File: config.mk
export PLATFORM = sky130hd
export DESIGN_NAME = ckpt_coord
export DESIGN_NICKNAME = d
export VERILOG_FILES = /design/src/rtl/ckpt_coord_pkg.sv /design/src/rtl/ckc_ack_gather.sv /design/src/rtl/ckc_trigger.sv /design/src/rtl/ckc_timeout.sv /design/src/rtl/ckpt_coord.sv
export SDC_FILE = /design/constraint.sdc
export NUM_CORES = 1
export LEC_CHECK = 0
export BUFFER_PORTS_ARGS = -buffer_cell sky130_fd_sc_hd__buf_2
export CELL_PAD_IN_SITES_DETAIL_PLACEMENT = 1
export CELL_PAD_IN_SITES_GLOBAL_PLACEMENT = 2
export CORE_MARGIN = 10
export CORE_UTILIZATION = 30
export CTS_BUF_LIST = sky130_fd_sc_hd__clkbuf_8
export CTS_CLUSTER_SIZE = 14
export DETAILED_ROUTE_END_ITERATION = 6
export PLACE_DENSITY_LB_ADDON = 0.1
export RECOVER_POWER = 100
export SLEW_MARGIN = 10
export SYNTH_ARGS = -nofsm -noshare
export SYNTH_HDL_FRONTEND = slang
export SYNTH_SLANG_ARGS = --single-unit
File: constraint.sdc
create_clock -name clk -period 2.1 [get_ports clk]
set_input_delay 0.42 -clock clk [delete_from_list [all_inputs] [get_ports clk]]
set_output_delay 0.42 -clock clk [all_outputs]
set_load 0.05 [all_outputs]
File: src/rtl/ckpt_coord_pkg.sv
package ckpt_coord_pkg;

    typedef enum logic [1:0] {
        ST_IDLE   = 2'd0,
        ST_FLUSH  = 2'd1,
        ST_COMMIT = 2'd2
    } ckc_state_e;

endpackage

File: src/rtl/ckc_ack_gather.sv
module ckc_ack_gather #(
    parameter int W = 4
) (
    input  logic         clk,
    input  logic         rst_n,
    input  logic         clr_i,
    input  logic         en_i,
    input  logic [W-1:0] ack_i,
    output logic         full_o
);

    logic [W-1:0] seen_q;

    always_ff @(posedge clk or negedge rst_n) begin
        if (!rst_n) begin
            seen_q <= '0;
        end else if (clr_i) begin
            seen_q <= '0;
        end else if (en_i) begin
            seen_q <= seen_q | ack_i;
        end
    end

    assign full_o = &seen_q;

endmodule

File: src/rtl/ckc_trigger.sv
module ckc_trigger #(
    parameter int PERIOD_CYC = 0
) (
    input  logic clk,
    input  logic rst_n,
    input  logic trig_i,
    input  logic busy_i,
    input  logic start_i,
    output logic fire_o
);

    logic tick;
    logic req;
    logic pend_q;

    generate
        if (PERIOD_CYC > 0) begin : g_timer
            localparam int PW = (PERIOD_CYC > 1) ? $clog2(PERIOD_CYC) : 1;
            localparam logic [PW-1:0] LAST = PW'(PERIOD_CYC - 1);
            logic [PW-1:0] cnt_q;

            always_ff @(posedge clk or negedge rst_n) begin
                if (!rst_n) begin
                    cnt_q <= '0;
                end else if (cnt_q == LAST) begin
                    cnt_q <= '0;
                end else begin
                    cnt_q <= cnt_q + 1'b1;
                end
            end

            assign tick = (cnt_q == LAST);
        end else begin : g_no_timer
            assign tick = 1'b0;
        end
    endgenerate

    assign req = trig_i | tick;

    always_ff @(posedge clk or negedge rst_n) begin
        if (!rst_n) begin
            pend_q <= 1'b0;
        end else if (start_i) begin
            pend_q <= 1'b0;
        end else if (req && busy_i) begin
            pend_q <= 1'b1;
        end
    end

    assign fire_o = req | pend_q;

endmodule

File: src/rtl/ckc_timeout.sv
module ckc_timeout #(
    parameter int TIMEOUT_CYC = 1000
) (
    input  logic clk,
    input  logic rst_n,
    input  logic active_i,
    input  logic restart_i,
    output logic err_o
);

    localparam int CW = $clog2(TIMEOUT_CYC + 1);
    localparam logic [CW-1:0] LIM = CW'(TIMEOUT_CYC - 1);

    logic [CW-1:0] cnt_q;
    logic          err_q;

    always_ff @(posedge clk or negedge rst_n) begin
        if (!rst_n) begin
            cnt_q <= '0;
        end else if (!active_i || restart_i) begin
            cnt_q <= '0;
        end else if (cnt_q != LIM) begin
            cnt_q <= cnt_q + 1'b1;
        end
    end

    always_ff @(posedge clk or negedge rst_n) begin
        if (!rst_n) begin
            err_q <= 1'b0;
        end else if (active_i && !restart_i && (cnt_q == LIM)) begin
            err_q <= 1'b1;
        end
    end

    assign err_o = err_q;

endmodule

File: src/rtl/ckpt_coord.sv
module ckpt_coord
    import ckpt_coord_pkg::*;
#(
    parameter int N_CORE      = 4,
    parameter int N_LOG       = 2,
    parameter int TIMEOUT_CYC = 1000,
    parameter int PERIOD_CYC  = 0,
    parameter int SEQ_W       = 16
) (
    input  logic              clk,
    input  logic              rst_n,
    input  logic              trig_i,
    input  logic [N_CORE-1:0] core_flush_i,
    input  logic [N_LOG-1:0]  log_flush_i,
    input  logic [N_CORE-1:0] core_commit_i,
    input  logic [N_LOG-1:0]  log_commit_i,
    output logic              ckpt_o,
    output logic              pause_o,
    output logic [SEQ_W-1:0]  seq_o,
    output logic              err_o
);

    localparam int NP = N_CORE + N_LOG;

    ckc_state_e       state_q;
    ckc_state_e       state_d;
    logic             fire;
    logic             start;
    logic             commit_done;
    logic             flush_full;
    logic             commit_full;
    logic [SEQ_W-1:0] seq_q;

    ckc_trigger #(
        .PERIOD_CYC(PERIOD_CYC)
    ) u_trig (
        .clk     (clk),
        .rst_n   (rst_n),
        .trig_i  (trig_i),
        .busy_i  (state_q != ST_IDLE),
        .start_i (start),
        .fire_o  (fire)
    );

    ckc_ack_gather #(
        .W(NP)
    ) u_flush_map (
        .clk    (clk),
        .rst_n  (rst_n),
        .clr_i  (state_q != ST_FLUSH),
        .en_i   (state_q == ST_FLUSH),
        .ack_i  ({log_flush_i, core_flush_i}),
        .full_o (flush_full)
    );

    ckc_ack_gather #(
        .W(NP)
    ) u_commit_map (
        .clk    (clk),
        .rst_n  (rst_n),
        .clr_i  (state_q != ST_COMMIT),
        .en_i   (state_q == ST_COMMIT),
        .ack_i  ({log_commit_i, core_commit_i}),
        .full_o (commit_full)
    );

    ckc_timeout #(
        .TIMEOUT_CYC(TIMEOUT_CYC)
    ) u_tmo (
        .clk       (clk),
        .rst_n     (rst_n),
        .active_i  (state_q != ST_IDLE),
        .restart_i (state_d != state_q),
        .err_o     (err_o)
    );

    // next-state logic
    always_comb begin
        state_d = state_q;
        unique case (state_q)
            ST_IDLE: begin
                if (fire) state_d = ST_FLUSH;
            end
            ST_FLUSH: begin
                if (flush_full) state_d = ST_COMMIT;
            end
            ST_COMMIT: begin
                if (commit_full) state_d = fire ? ST_FLUSH : ST_IDLE;
            end
            default: state_d = ST_IDLE;
        endcase
    end

    assign commit_done = (state_q == ST_COMMIT) && commit_full;
    assign start       = fire && ((state_q == ST_IDLE) || commit_done);

    // state register
    always_ff @(posedge clk or negedge rst_n) begin
        if (!rst_n) begin
            state_q <= ST_IDLE;
        end else begin
            state_q <= state_d;
        end
    end

    always_ff @(posedge clk or negedge rst_n) begin
        if (!rst_n) begin
            seq_q <= '0;
        end else if (commit_done) begin
            seq_q <= seq_q + 1'b1;
        end
    end

    // outputs
    always_comb begin
        ckpt_o  = (state_q == ST_FLUSH);
        pause_o = (state_q != ST_IDLE);
        seq_o   = seq_q;
    end

endmodule

==> impl_metrics.toml <==
[route]
routed_wl_um = 4336
drc = 0
final_antenna_net_count = 0
route.vias.total = 1357
drt-wirelength-per-cell_um = 15.27
dr.first_iter.drc_count = 31
viasPerCell = 4.778
drtPass1Iterations = 4

[sta]
maxSlewViolCount = 0
hold_ws_ns = 0.3366
finalSetupViolations = 0
fmax_ghz = 0.5441
setup-tns-final_ns = 0
min_period_ns = 1.838
finalClockSkew_ns = 0.01105
slew_headroom_pct = 27.23
rsz0062_at_grt = "no"
worstMarginPinSlew_ns = 1.092
fin_crit_sh_pct = 87.52
hold_viol_final = 0

[clock_network]
clock-root-buffer = "clkbuf_8"
cts.sinks = 42
cts.path.max_buffers = 2
tritoncts = "yes"
cts-resized-gates = 0
ctsHoldBuffers = 0
numCtsBuffers = 5
htree_levels = 2
post_cts_buffers = 0
clock_latency_ns = 0.30
path_clk_slew_ns = 0.08

[yosys]
synth_fp_nets = 188
netlist_area_um2 = 1863
yosys.cell_types.count = 35
synth-seq-area-share_pct = 56.41
ys_ff_latch = 42
yosys_warnings = 0
synth-edff-count = 0
async_flop_share_pct = 100.0
ys.flop_type = "dfrtp_1"
avgSynthCellArea_um2 = 10.89
netlist_instances = 171

[worst_setup_path]
critical_path_class = "flop to primary output"
critPathRequiredTime_ns = 1.68
reg2reg_depth = 4
end_kind = "primary output"
start_kind = "flop"
r2r_start = "state_q[0]$_DFF_PN0_"
worstPathArrival_ns = 1.42
r2r_slack_ns = 0.32
cp_max_fo = 8
rr_endpoint = "seq_o[15]$_DFFE_PN0P_"
crit_start = "state_q[1]$_DFF_PN0_"

[finish]
antennaDiodeCount = 0
finalNonFillerCells = 284
area_growth_syn_to_layout_pct = 14.44
final_area_um2 = 2132
drive_gt1_share_pct = 11.96
final_common_cell = "nor2_1"
final_core_util_pct = 35.59
layout_common_cells = "43 x nor2_1, 42 x dfrtp_1, 18 x clkbuf_1, 14 x buf_2, 13 x nand2_1"
fin_nets = 225

[flow_run]
max_cap_violations = 0

[floorplan]
die_w_um = 98.81
initial_utilization_pct = 31.10
pin_count = 34
die_y_um = 98.81
die_area_um2 = 9762
core_area_um2 = 5991
row_count = 28

[placed_design]
io_buffers = 33
place_area_um2 = 2105
dpl.cell_count = 276
dp.final_hpwl_um = 3186
place_congestion = 0.7582

[worst_hold_path]
worstHoldPathType = "input pin to flop"
hold_depth = 3
hold_start = "core_flush_i[0]"
min_to = "u_flush_map.seen_q[0]$_DFF_PN0_"

[global_route]
grt_pass1_vias = 1495
grt_pass1_wl_um = 7279
grt_max_degree = 43
antenna_found_initial = 0
grt_overflow = 0
grtUsageTotal_pct = 9.042

[power_and_ir_drop]
p_leak_nw = 0.9999
power.density_nw_per_um2 = 974.3
vdd_ir_drop_max_v = 0.0003833

[status]
status = "finished, final reports clean"
-- layer usage --
layer / track usage [%] / part of all wire, % / up-vias / wire length (um)
li1: - / - / 646 / -
met1: 10.27 / 45 / 677 / 1930
met2: 14.93 / 48 / 27 / 2094
met3: 3.422 / 6.0 / 7 / 259
met4: 3.638 / 1.2 / 0 / 51
met5: 0 / 0 / - / 0
-- final cells by class --
cell class              instances  area [um^2]
flip-flops and latches         42         1051
well taps                      75        93.84
clock inverters                 3        37.54
repair buffers                 34        147.6
inverters                       3        11.26
clock buffers                   5        68.82
fillers                       690         3859
multi-input cells             122        721.9
-- sequential cells by signal, indices dropped and copies added (netlist names) --
signal and cells:
u_trig.pend_q 1, u_tmo.cnt_q 10, seq_o 16, u_commit_map.seen_q 6, u_tmo.err_o 1, u_flush_map.seen_q 6
state_q 2
-- Yosys cell counts (2+ instances only) --
library cell	count	area, um^2
xor2_1	11	96.34
and3_1	2	12.51
dfrtp_1	42	1051
nor3_2	3	30.03
nand2_1	13	48.80
nand4_1	8	50.05
nand3_1	5	25.02
nor3_1	3	15.01
nand4_4	2	42.54
buf_2	2	10.01
inv_1	3	11.26
xnor2_1	11	96.34
nor2_1	43	161.4
ha_1	2	25.02
-- stage by stage --
step / power [mW] / setup slack (ns)
floorplan: 1.351 / 0.2753
global placement: 1.453 / 0.4871
detailed placement: 1.487 / 0.4078
CTS: 2.122 / 0.2404
global route: 2.210 / 0.1569
finish: 2.077 / 0.2622
-- worst max-delay path, cell delays in order, from the launching register on --
cell and delay, ns:
dfrtp_1 0.42, nand2b_1 0.29, inv_1 0.12, clkbuf_2 0.29
-- worst max-delay path by stage --
stage | end | cells past startpoint
final | ckpt_o | 3
after global routing | seq_o[15]$_DFFE_PN0P_ | 4
after CTS | ckpt_o | 3
after detailed placement | u_tmo.err_o$_DFFE_PN0P_ | 5
after global placement | seq_o[8]$_DFFE_PN0P_ | 5
after floorplan | seq_o[10]$_DFFE_PN0P_ | 6
-- where the power goes --
part	leakage, nW	total, mW	internal [mW]	switching, mW
Combinational	0.380	0.419	0.136	0.283
Sequential	0.559	1.02	0.931	0.0921
Clock	0.0607	0.635	0.347	0.288
Total	1.00	2.08	1.41	0.663
-- cell families after synthesis --
group | after synthesis | synth area share (%)
adder cells (fa/ha/maj) | 2 | 1.343
buffers and inverters | 7 | 1.947
AND/OR/NAND/NOR | 89 | 26.19
flip-flops | 42 | 56.41
multiplexers | 2 | 1.142
XOR/XNOR | 22 | 10.34
AO/OA/AOI/OAI | 7 | 2.619
Power figures use the tool's default switching activity.
